[src/rtl/i2c_eeprom_pkg.sv]
// Package: shared types and constants for the serial memory slave.
// Assumes: byte-wide transfers with a ninth acknowledge clock.
package i2c_eeprom_pkg;
    typedef enum logic [2:0] {
        PH_IDLE,    // waiting for a Start
        PH_DEVSEL,  // receiving the device select byte
        PH_WADDR,   // receiving the word address
        PH_WDATA,   // receiving data bytes to store
        PH_RDATA    // sending data bytes
    } phase_t;

    localparam logic [3:0] DEV_TYPE   = 4'b1010;
    localparam int         BYTE_BITS  = 8;
    localparam logic [3:0] CNT_ACK    = 4'd8;  // eight bits done, ack clock next
    localparam logic [3:0] CNT_ACKHI  = 4'd9;  // inside the ack clock
endpackage

[src/rtl/i2c_line_sampler.sv]
// Module: i2c_line_sampler
// Brings SCL and SDA into the clock domain through a synchroniser chain and
// derives one-cycle SCL edge strobes and Start/Stop strobes.
// Assumes: clk runs at least eight times faster than SCL; the lines idle high.
module i2c_line_sampler #(
    parameter int SYNC_STAGES = 2
) (
    input  logic clk,
    input  logic rst_n,
    input  logic live,
    input  logic scl_i,
    input  logic sda_i,
    output logic scl_s,
    output logic sda_s,
    output logic scl_rise,
    output logic scl_fall,
    output logic start_evt,
    output logic stop_evt
);
    localparam int LAST = SYNC_STAGES - 1;

    logic [LAST:0] scl_chain;
    logic [LAST:0] sda_chain;
    logic          scl_d;
    logic          sda_d;

    // Synchroniser chains plus one delayed copy for edge detection.
    always_ff @(posedge clk) begin
        if (!rst_n || !live) begin
            scl_chain <= '1;
            sda_chain <= '1;
            scl_d     <= 1'b1;
            sda_d     <= 1'b1;
        end else begin
            scl_chain <= {scl_chain[LAST-1:0], scl_i};
            sda_chain <= {sda_chain[LAST-1:0], sda_i};
            scl_d     <= scl_chain[LAST];
            sda_d     <= sda_chain[LAST];
        end
    end

    // Edge and bus-condition strobes.
    always_comb begin
        scl_s     = scl_chain[LAST];
        sda_s     = sda_chain[LAST];
        scl_rise  = scl_s & ~scl_d;
        scl_fall  = ~scl_s & scl_d;
        start_evt = scl_s & scl_d & sda_d & ~sda_s;
        stop_evt  = scl_s & scl_d & ~sda_d & sda_s;
    end
endmodule

[src/rtl/i2c_eeprom_store.sv]
// Module: i2c_eeprom_store
// Register array holding the memory bytes, plus the shared address counter.
// Assumes: MEM_BYTES is a power of two; at most one of we/rd_step/ld_addr per cycle.
module i2c_eeprom_store #(
    parameter int MEM_BYTES = 256,
    parameter int ADDR_W    = $clog2(MEM_BYTES)
) (
    input  logic              clk,
    input  logic              rst_n,
    input  logic              live,
    input  logic              we,
    input  logic [7:0]        wdata,
    input  logic              rd_step,
    input  logic              ld_addr,
    input  logic [7:0]        ld_byte,
    output logic [7:0]        rd_data,
    output logic [ADDR_W-1:0] addr
);
    localparam int              LOAD_W   = (ADDR_W < 8) ? ADDR_W : 8;
    localparam logic [ADDR_W-1:0] LAST_ADR = ADDR_W'(MEM_BYTES - 1);

    logic [7:0]        mem [MEM_BYTES];
    logic [ADDR_W-1:0] addr_q;
    logic [ADDR_W-1:0] addr_inc;

    // Next sequential address with wrap at the top of the array.
    always_comb addr_inc = (addr_q == LAST_ADR) ? '0 : addr_q + 1'b1;

    // Array writes, address loads and counter steps.
    always_ff @(posedge clk) begin
        if (!rst_n) begin
            for (int i = 0; i < MEM_BYTES; i++) mem[i] <= 8'h00;
            addr_q <= '0;
        end else if (!live) begin
            addr_q <= '0;
        end else if (we) begin
            mem[addr_q] <= wdata;
            addr_q      <= addr_inc;
        end else if (rd_step) begin
            addr_q <= addr_inc;
        end else if (ld_addr) begin
            addr_q[LOAD_W-1:0] <= ld_byte[LOAD_W-1:0];
        end
    end

    // Read port follows the counter.
    always_comb begin
        rd_data = mem[addr_q];
        addr    = addr_q;
    end
endmodule

[src/rtl/i2c_eeprom_core.sv]
// Module: i2c_eeprom_core
// Bus protocol engine: shifts bytes, decides acknowledges on the SCL fall that
// ends the eighth bit, and drives read data on SCL falls.
// Assumes: strobes from i2c_line_sampler; array read data is valid when sampled.
module i2c_eeprom_core
    import i2c_eeprom_pkg::*;
(
    input  logic       clk,
    input  logic       rst_n,
    input  logic       live,
    input  logic       scl_rise,
    input  logic       scl_fall,
    input  logic       start_evt,
    input  logic       stop_evt,
    input  logic       sda_s,
    input  logic [2:0] chip_en,
    input  logic       wr_ctrl,
    input  logic [7:0] rd_data,
    output logic       sda_oe,
    output logic       mem_we,
    output logic [7:0] wdata,
    output logic       rd_step,
    output logic       ld_addr,
    output logic [7:0] ld_byte
);
    phase_t     phase;
    logic [3:0] cnt;
    logic [7:0] shreg;
    logic       rnw;
    logic       mack_n;
    logic       dev_hit;
    logic [2:0] bit_idx;

    // Device select match and index of the next read bit.
    always_comb begin
        dev_hit = (shreg[7:4] == DEV_TYPE) && (shreg[3:1] == chip_en);
        bit_idx = 3'(4'd7 - cnt);
    end

    // Protocol sequencing, shifting, acknowledge and read-data drive.
    always_ff @(posedge clk) begin
        if (!rst_n || !live) begin
            phase   <= PH_IDLE;
            cnt     <= '0;
            shreg   <= '0;
            rnw     <= 1'b0;
            mack_n  <= 1'b1;
            sda_oe  <= 1'b0;
            mem_we  <= 1'b0;
            rd_step <= 1'b0;
            ld_addr <= 1'b0;
        end else begin
            mem_we  <= 1'b0;
            rd_step <= 1'b0;
            ld_addr <= 1'b0;
            if (start_evt) begin
                phase  <= PH_DEVSEL;
                cnt    <= '0;
                sda_oe <= 1'b0;
            end else if (stop_evt) begin
                phase  <= PH_IDLE;
                cnt    <= '0;
                sda_oe <= 1'b0;
            end else if (phase != PH_IDLE) begin
                if (scl_rise) begin
                    if (cnt < CNT_ACK) begin
                        cnt <= cnt + 1'b1;
                        if (phase != PH_RDATA) shreg <= {shreg[6:0], sda_s};
                    end else if (cnt == CNT_ACKHI && phase == PH_RDATA) begin
                        mack_n <= sda_s;
                    end
                end else if (scl_fall) begin
                    if (cnt == CNT_ACK) begin
                        cnt <= CNT_ACKHI;
                        case (phase)
                            PH_DEVSEL: begin
                                if (dev_hit) begin
                                    sda_oe <= 1'b1;
                                    rnw    <= shreg[0];
                                end else begin
                                    phase <= PH_IDLE;
                                end
                            end
                            PH_WADDR: begin
                                sda_oe  <= 1'b1;
                                ld_addr <= 1'b1;
                            end
                            PH_WDATA: begin
                                if (!wr_ctrl) begin
                                    sda_oe <= 1'b1;
                                    mem_we <= 1'b1;
                                end
                            end
                            PH_RDATA: begin
                                sda_oe  <= 1'b0;
                                rd_step <= 1'b1;
                            end
                            default: phase <= PH_IDLE;
                        endcase
                    end else if (cnt == CNT_ACKHI) begin
                        cnt <= '0;
                        case (phase)
                            PH_DEVSEL: begin
                                if (rnw) begin
                                    phase  <= PH_RDATA;
                                    shreg  <= rd_data;
                                    sda_oe <= ~rd_data[7];
                                end else begin
                                    phase  <= PH_WADDR;
                                    sda_oe <= 1'b0;
                                end
                            end
                            PH_WADDR: begin
                                phase  <= PH_WDATA;
                                sda_oe <= 1'b0;
                            end
                            PH_WDATA: sda_oe <= 1'b0;
                            PH_RDATA: begin
                                if (!mack_n) begin
                                    shreg  <= rd_data;
                                    sda_oe <= ~rd_data[7];
                                end else begin
                                    phase  <= PH_IDLE;
                                    sda_oe <= 1'b0;
                                end
                            end
                            default: phase <= PH_IDLE;
                        endcase
                    end else if (phase == PH_RDATA && cnt != 4'd0) begin
                        sda_oe <= ~shreg[bit_idx];
                    end
                end
            end
        end
    end

    // Byte presented to the array and the address loader.
    always_comb begin
        wdata   = shreg;
        ld_byte = shreg;
    end
endmodule

[src/rtl/i2c_eeprom_slave.sv]
// Module: i2c_eeprom_slave (top)
// Two-wire serial memory target: line sampler, protocol core and byte store.
// Assumes: open-drain pad outside drives the line low while sda_oe is 1.
module i2c_eeprom_slave #(
    parameter int MEM_BYTES   = 256,
    parameter int SYNC_STAGES = 2
) (
    input  logic       clk,
    input  logic       rst_n,
    input  logic       por_ok,
    input  logic       scl_i,
    input  logic       sda_i,
    output logic       sda_oe,
    input  logic [2:0] chip_en,
    input  logic       wr_ctrl
);
    localparam int ADDR_W = $clog2(MEM_BYTES);

    logic              scl_s;
    logic              sda_s;
    logic              scl_rise;
    logic              scl_fall;
    logic              start_evt;
    logic              stop_evt;
    logic              mem_we;
    logic [7:0]        wdata;
    logic              rd_step;
    logic              ld_addr;
    logic [7:0]        ld_byte;
    logic [7:0]        rd_data;
    logic [ADDR_W-1:0] addr;

    i2c_line_sampler #(.SYNC_STAGES(SYNC_STAGES)) u_sampler (
        .clk       (clk),
        .rst_n     (rst_n),
        .live      (por_ok),
        .scl_i     (scl_i),
        .sda_i     (sda_i),
        .scl_s     (scl_s),
        .sda_s     (sda_s),
        .scl_rise  (scl_rise),
        .scl_fall  (scl_fall),
        .start_evt (start_evt),
        .stop_evt  (stop_evt)
    );

    i2c_eeprom_core u_core (
        .clk       (clk),
        .rst_n     (rst_n),
        .live      (por_ok),
        .scl_rise  (scl_rise),
        .scl_fall  (scl_fall),
        .start_evt (start_evt),
        .stop_evt  (stop_evt),
        .sda_s     (sda_s),
        .chip_en   (chip_en),
        .wr_ctrl   (wr_ctrl),
        .rd_data   (rd_data),
        .sda_oe    (sda_oe),
        .mem_we    (mem_we),
        .wdata     (wdata),
        .rd_step   (rd_step),
        .ld_addr   (ld_addr),
        .ld_byte   (ld_byte)
    );

    i2c_eeprom_store #(.MEM_BYTES(MEM_BYTES), .ADDR_W(ADDR_W)) u_store (
        .clk     (clk),
        .rst_n   (rst_n),
        .live    (por_ok),
        .we      (mem_we),
        .wdata   (wdata),
        .rd_step (rd_step),
        .ld_addr (ld_addr),
        .ld_byte (ld_byte),
        .rd_data (rd_data),
        .addr    (addr)
    );
endmodule

[config.mk]
export PLATFORM = sky130hd
export DESIGN_NAME = i2c_eeprom_slave
export DESIGN_NICKNAME = d
export VERILOG_FILES = /design/src/rtl/i2c_eeprom_pkg.sv /design/src/rtl/i2c_line_sampler.sv /design/src/rtl/i2c_eeprom_store.sv /design/src/rtl/i2c_eeprom_core.sv /design/src/rtl/i2c_eeprom_slave.sv
export SDC_FILE = /design/constraint.sdc
export NUM_CORES = 2
export LEC_CHECK = 0
export BUFFER_PORTS_ARGS = -buffer_cell sky130_fd_sc_hd__buf_2
export CORE_ASPECT_RATIO = 0.9
export CORE_UTILIZATION = 60
export CTS_CLUSTER_SIZE = 28
export DETAILED_ROUTE_END_ITERATION = 10
export PLACE_DENSITY = 0.87
export RECOVER_POWER = 25
export SYNTH_ARGS = -nofsm -noshare
export SYNTH_HDL_FRONTEND = slang
export SYNTH_HIERARCHICAL = 1
export SYNTH_SLANG_ARGS = --single-unit
[constraint.sdc]
create_clock -name clk -period 8.8 [get_ports clk]
set_clock_uncertainty 0.05 [all_clocks]
set_input_delay 1.32 -clock clk [delete_from_list [all_inputs] [get_ports clk]]
set_output_delay 1.32 -clock clk [all_outputs]
set_load 0.02 [all_outputs]
* Word level (Yosys, flattened, before mapping)
Memory sizes are Yosys's and may differ from the RTL's. A register that Yosys moved wholly into a read port is not among the register bits.
Cells that the tools add are included.
** Storage, ports and cells
- Memory bits (writable) :: 2048
- Flip-flop bits (word level) :: 35
- Input port bits :: 9
- Memories kept :: 1
- Logic and storage cells :: 156
- Latch bits :: 0
- ROM bits :: 0
- Output and inout bits :: 1
** Memory list
- u_store.mem :: words 256, bits a word 8, rd ports 1, clocked after Yosys merged registers in 1, write ports 256, line i2c_eeprom_store.sv:22 : logic [7:0] mem [MEM_BYTES];
** Operators by class
- Reduce and logical (&&, ||, !) cells :: 32
- $mul :: 0
- Shift operators :: 0
- Bitwise operators :: 21
- Magnitude comparators :: 2
- Mux-type cells :: 54
- Divide/modulo/power cells :: 0
- Equality and inequality tests :: 28
- Add/sub/neg operators :: 3
** Operators by type and width (number)
- 8-bit 2-to-1 mux :: 16
- 8-bit AND reduction :: 4
- 1-bit 2-to-1 mux :: 22
- 3-bit nonzero test :: 7
- 4-bit 2-to-1 mux :: 5
- 8-bit one-hot mux with 2 select lines :: 1
- 8-bit OR reduction :: 2
- 3-bit 2-to-1 mux :: 5
- 1-bit NOT :: 14
- 4-bit == test, second input constant :: 3
- 3-bit != test, second input constant :: 4
- 3-bit one-hot mux with 4 select lines :: 1
- 11-bit AND reduction :: 1
- 5-bit by 4-bit != test with 1-bit output, second input constant :: 2
- 5-bit != test, second input constant :: 2
- 3-bit by 2-bit != test with 1-bit output, second input constant :: 3
- 8-bit by 1-bit adder with 8-bit output, second input constant :: 1
- 8-bit == test, second input constant :: 1
- 4-bit nonzero test :: 2
- 1-bit bitwise AND :: 7
- 7-bit OR reduction :: 1
- 3-bit by 2-bit == test with 1-bit output, second input constant :: 2
- 2-bit by 1-bit != test with 1-bit output, second input constant :: 3
- 3-bit one-hot mux with 2 select lines :: 1
- other kinds (23) :: 30

* Longest topological paths before layout
- Depth in word-level cells :: 10
- Mapped depth :: 15
- Gate-level depth less buffers :: 9

* Modules after synthesis
The synthesis kept the hierarchy.
** By module, submodules not included
- i2c_eeprom_store :: cells an instance 6699, times used 1, area an instance 97180.7 um2, seq. area each 61819.3 um2
- i2c_eeprom_core :: cells an instance 174, times used 1, area an instance 1465.2 um2, seq. area each 420.4 um2
- i2c_line_sampler :: cells an instance 16, times used 1, area an instance 197.7 um2, seq. area each 120.1 um2

* Worst setup path after synthesis
OpenSTA, ideal clock, no wires.
- Path type :: in2reg
- Start :: in rst_n
- End :: mem u_store.mem[128][0], enable pin
- Buffers on the path :: 4
- Path slack :: 5.240 ns
- Stages on the path :: 9
- Setup time :: 0.329 ns
- Data required time :: 8.421 ns
- Arrival :: 3.181 ns
- Path through :: clkbuf_1 > nand3_1 > nor3_1 > and2_1 > clkbuf_1 > clkbuf_1 > clkbuf_1 > nand2_1 > nand2_1
** RTL lines
- start: declaration :: line i2c_eeprom_slave.sv:9 : input logic rst_n,
- end: declaration :: line i2c_eeprom_store.sv:22

==> flow_summary.toml <==
[status]
outcome = "finished with violations"
violations = "max-capacitance violations, max-slew violations"

[worst_setup_path]
r2r_cells = 6
crit_required_ns = 8.91
worst_path_max_delay_cell = "clkbuf_1"
r2r_end = "u_store/mem[103][5]$_SDFFCE_PN0P_"
r2r_setup_slack_ns = 2.63
cp.arrival_ns = 6.79
cp_max_fo = 71
cp-start-kind = "input port"
crit_chain = "buf_8 -> clkbuf_1 -> o21ai_0"
worstSetupPathType = "input port to flop"
r2r_start = "u_store/addr[6]$_SDFFE_PN0N_"
slowest_delay_ns = 3.12
cp-end-kind = "flop"

[yosys]
mappedNetlistNets = 6905
synth-simple-area-share_pct = 16.5
synth_area_um2 = 98800
ys_ff_latch = 2091
ys_types = 86
synth_compound_area_share_pct = 2.42
yosys.area_share.adder_pct = 0.0886
netlist_instances = 6889
ys_seq_area_share_pct = 63.1
synth.area.mux_share_pct = 13.5
ys.flop_type = "edfxtp_1"
synth-edff-count = 2048
synthXorXnorAreaFrac_pct = 0.0443
yosys_warnings = 6
synth_top_family_by_area = "simple AND/OR/NAND/NOR gates"
syn_area_per_cell_um2 = 14.3
synthArstFlopShare_pct = 0

[clocking]
tritoncts.num_buffers = 200
clkTransAtPathRegs_ns = 0.06
clockBufferDepth = 3
cts_max_level = 4
cts-hold-fix-buffers = 0
root_buffer = "clkbuf_16"
cts_num_sinks = 2091
cts_resized = 0
post-cts-setup-buffers = 0
insertion_delay_ns = 0.85
cts_tree = "done"

[min_path]
min_from = "u_sampler/scl_chain[0]$_SDFF_PP1_"
min_path_type = "flop to flop"
worstHoldPathCells = 1
min_to = "u_sampler/scl_chain[1]$_SDFF_PP1_"

[die]
die_height_um = 387
io_pins = 10
dieArea_um2 = 166000
initial_core_util_pct = 60.7
rows = 140
die_w_um = 430
coreArea_um2 = 163000

[cells_and_area]
final_core_util_pct = 64.3
mostFrequentLayoutCell = "edfxtp_1"
mostFrequentLayoutCells = "edfxtp_1, and3_1, nand2_1"
nets = 6306
layout.cells.non_filler = 8586
synthToLayoutAreaGrowth_pct = 5.94
drive_gt1_share_pct = 14.0

[detailed_routing]
route.vias.total = 62600
drt_wl_total_mm = 264
drc_errors = 0
postRouteAntennaNets = 0
drt_first_pass_iters = 7
drt-wirelength-per-cell_um = 30.7
first_iter_violations = 12400
avgViaCountPerCell = 7.30

[sta]
worstMarginPinSlew_ns = 4.67
fmax_mhz = 149
post-route-period-util_pct = 76.0
setup_tns_ns = 0
slew_headroom_pct = -211
rsz0062_at_grt = "no"
slew_violations = 1376
hold_violations = 0
fin_crit_ns = 6.69
setup_viol = 0

[job]
max_cap_violations = 22

[power_and_ir_drop]
ir_drop_mv = 0.216
power.density_nw_per_um2 = 196
p_leak_nw = 40.5

[global_route]
grt_pass1_vias = 59500
grt_max_degree = 229
grt_antenna_before_repair = 10
groute.usage.overall_pct = 31.1
grt_pass1_wl_mm = 388
gr-total-overflow = 0

[placed_design]
hpwlAfterDp_mm = 147
numPortBuffers = 9
dpl.cell_count = 8218
gp_congestion = 0.903
-- power breakdown --
part	switching, W	internal, W
Clock	0.00369	0.00471
Combinational	0.000375	0.000198
Sequential	0.000168	0.0114
Total	0.00423	0.0163
-- worst max-delay path by stage --
stage                     slack (ns)   from                                end
after floorplan                 5.24  rst_n  u_store/mem[128][0]$_SDFFCE_PN0P_
after global placement          3.56  rst_n   u_store/mem[81][2]$_SDFFCE_PN0P_
after detailed placement        3.30  rst_n   u_store/mem[81][2]$_SDFFCE_PN0P_
after CTS                       3.96   flop         u_core/sda_oe$_SDFFE_PP0P_
after global routing            2.15  rst_n  u_store/mem[120][1]$_SDFFCE_PN0P_
final                           2.11  rst_n  u_store/mem[120][1]$_SDFFCE_PN0P_
-- stage by stage --
step	power, W	area (µm²)	worst slack [ns]	hold WS [ns]
2_1_floorplan	0.0120	98800	5.24	0.341
3_3_place_gp	0.0122	98600	3.56	0.359
3_5_place_dp	0.0123	98600	3.30	0.369
4_1_cts	0.0205	105000	3.96	0.379
5_1_grt	0.0210	105000	2.15	0.383
6_report	0.0205	105000	2.11	0.375
-- kinds of logic after synthesis --
kind of cell             count (synthesis)
adder cells (fa/ha/maj)                  7
buffers and inverters                  930
AO/OA/AOI/OAI                          333
flip-flops                            2091
AND/OR/NAND/NOR                       2845
XOR/XNOR                                 5
multiplexers                           678
-- cell usage after synthesis (all sizes together), types with 17 or more instances --
cell,count,area share (%)
a211oi,36,0.28
a21oi,44,0.23
a22o,21,0.19
a22oi,40,0.30
and2,147,0.93
and3,1922,12
buf,150,1.3
clkbuf,772,3.1
dfxtp,43,0.87
edfxtp,2048,62
mux2i,158,1.6
mux4,510,12
nand2,541,2.1
nand3,21,0.11
nor2,94,0.36
nor2b,17,0.11
nor3,31,0.16
o21ai,44,0.22
o221ai,45,0.40
o22ai,33,0.21
-- area by class of cell --
type / count / area [µm²]
Clock buffer: 252 / 5410
Antenna cell: 4 / 10.0
Sequential cell: 2091 / 62400
Multi-Input combinational cell: 3868 / 32200
Inverter: 8 / 30.0
Tap cell: 2130 / 2670
Fill cell: 10300 / 58000
Timing Repair Buffer: 121 / 1070
Clock inverter: 112 / 897
-- critical path: cells and delay by family --
family / cells / cell delay [ns]
compound gates: 1 / 1.85
buf+inv: 2 / 3.55
-- sequential cells by signal, indices dropped and copies added (netlist names), named ones only --
register and flops:
u_store/mem 2048, u_core/ld_byte 8, u_store/addr 8, u_core/cnt 4, u_core/phase 3, u_sampler/scl_chain 2
u_sampler/sda_chain 2, u_core/ld_addr 1, u_core/mack_n 1, u_core/mem_we 1, u_core/rd_step 1, u_core/rnw 1
u_core/sda_oe 1, u_sampler/scl_d 1, u_sampler/sda_d 1
-- layer usage --
metal  part of all wire, %  GRT usage (%)
met4                   4.8           12.3
met1                    33           42.3
met3                    16           8.85
met2                    46           47.7
met5                 0.017              0
Power figures use the tool's default switching activity.
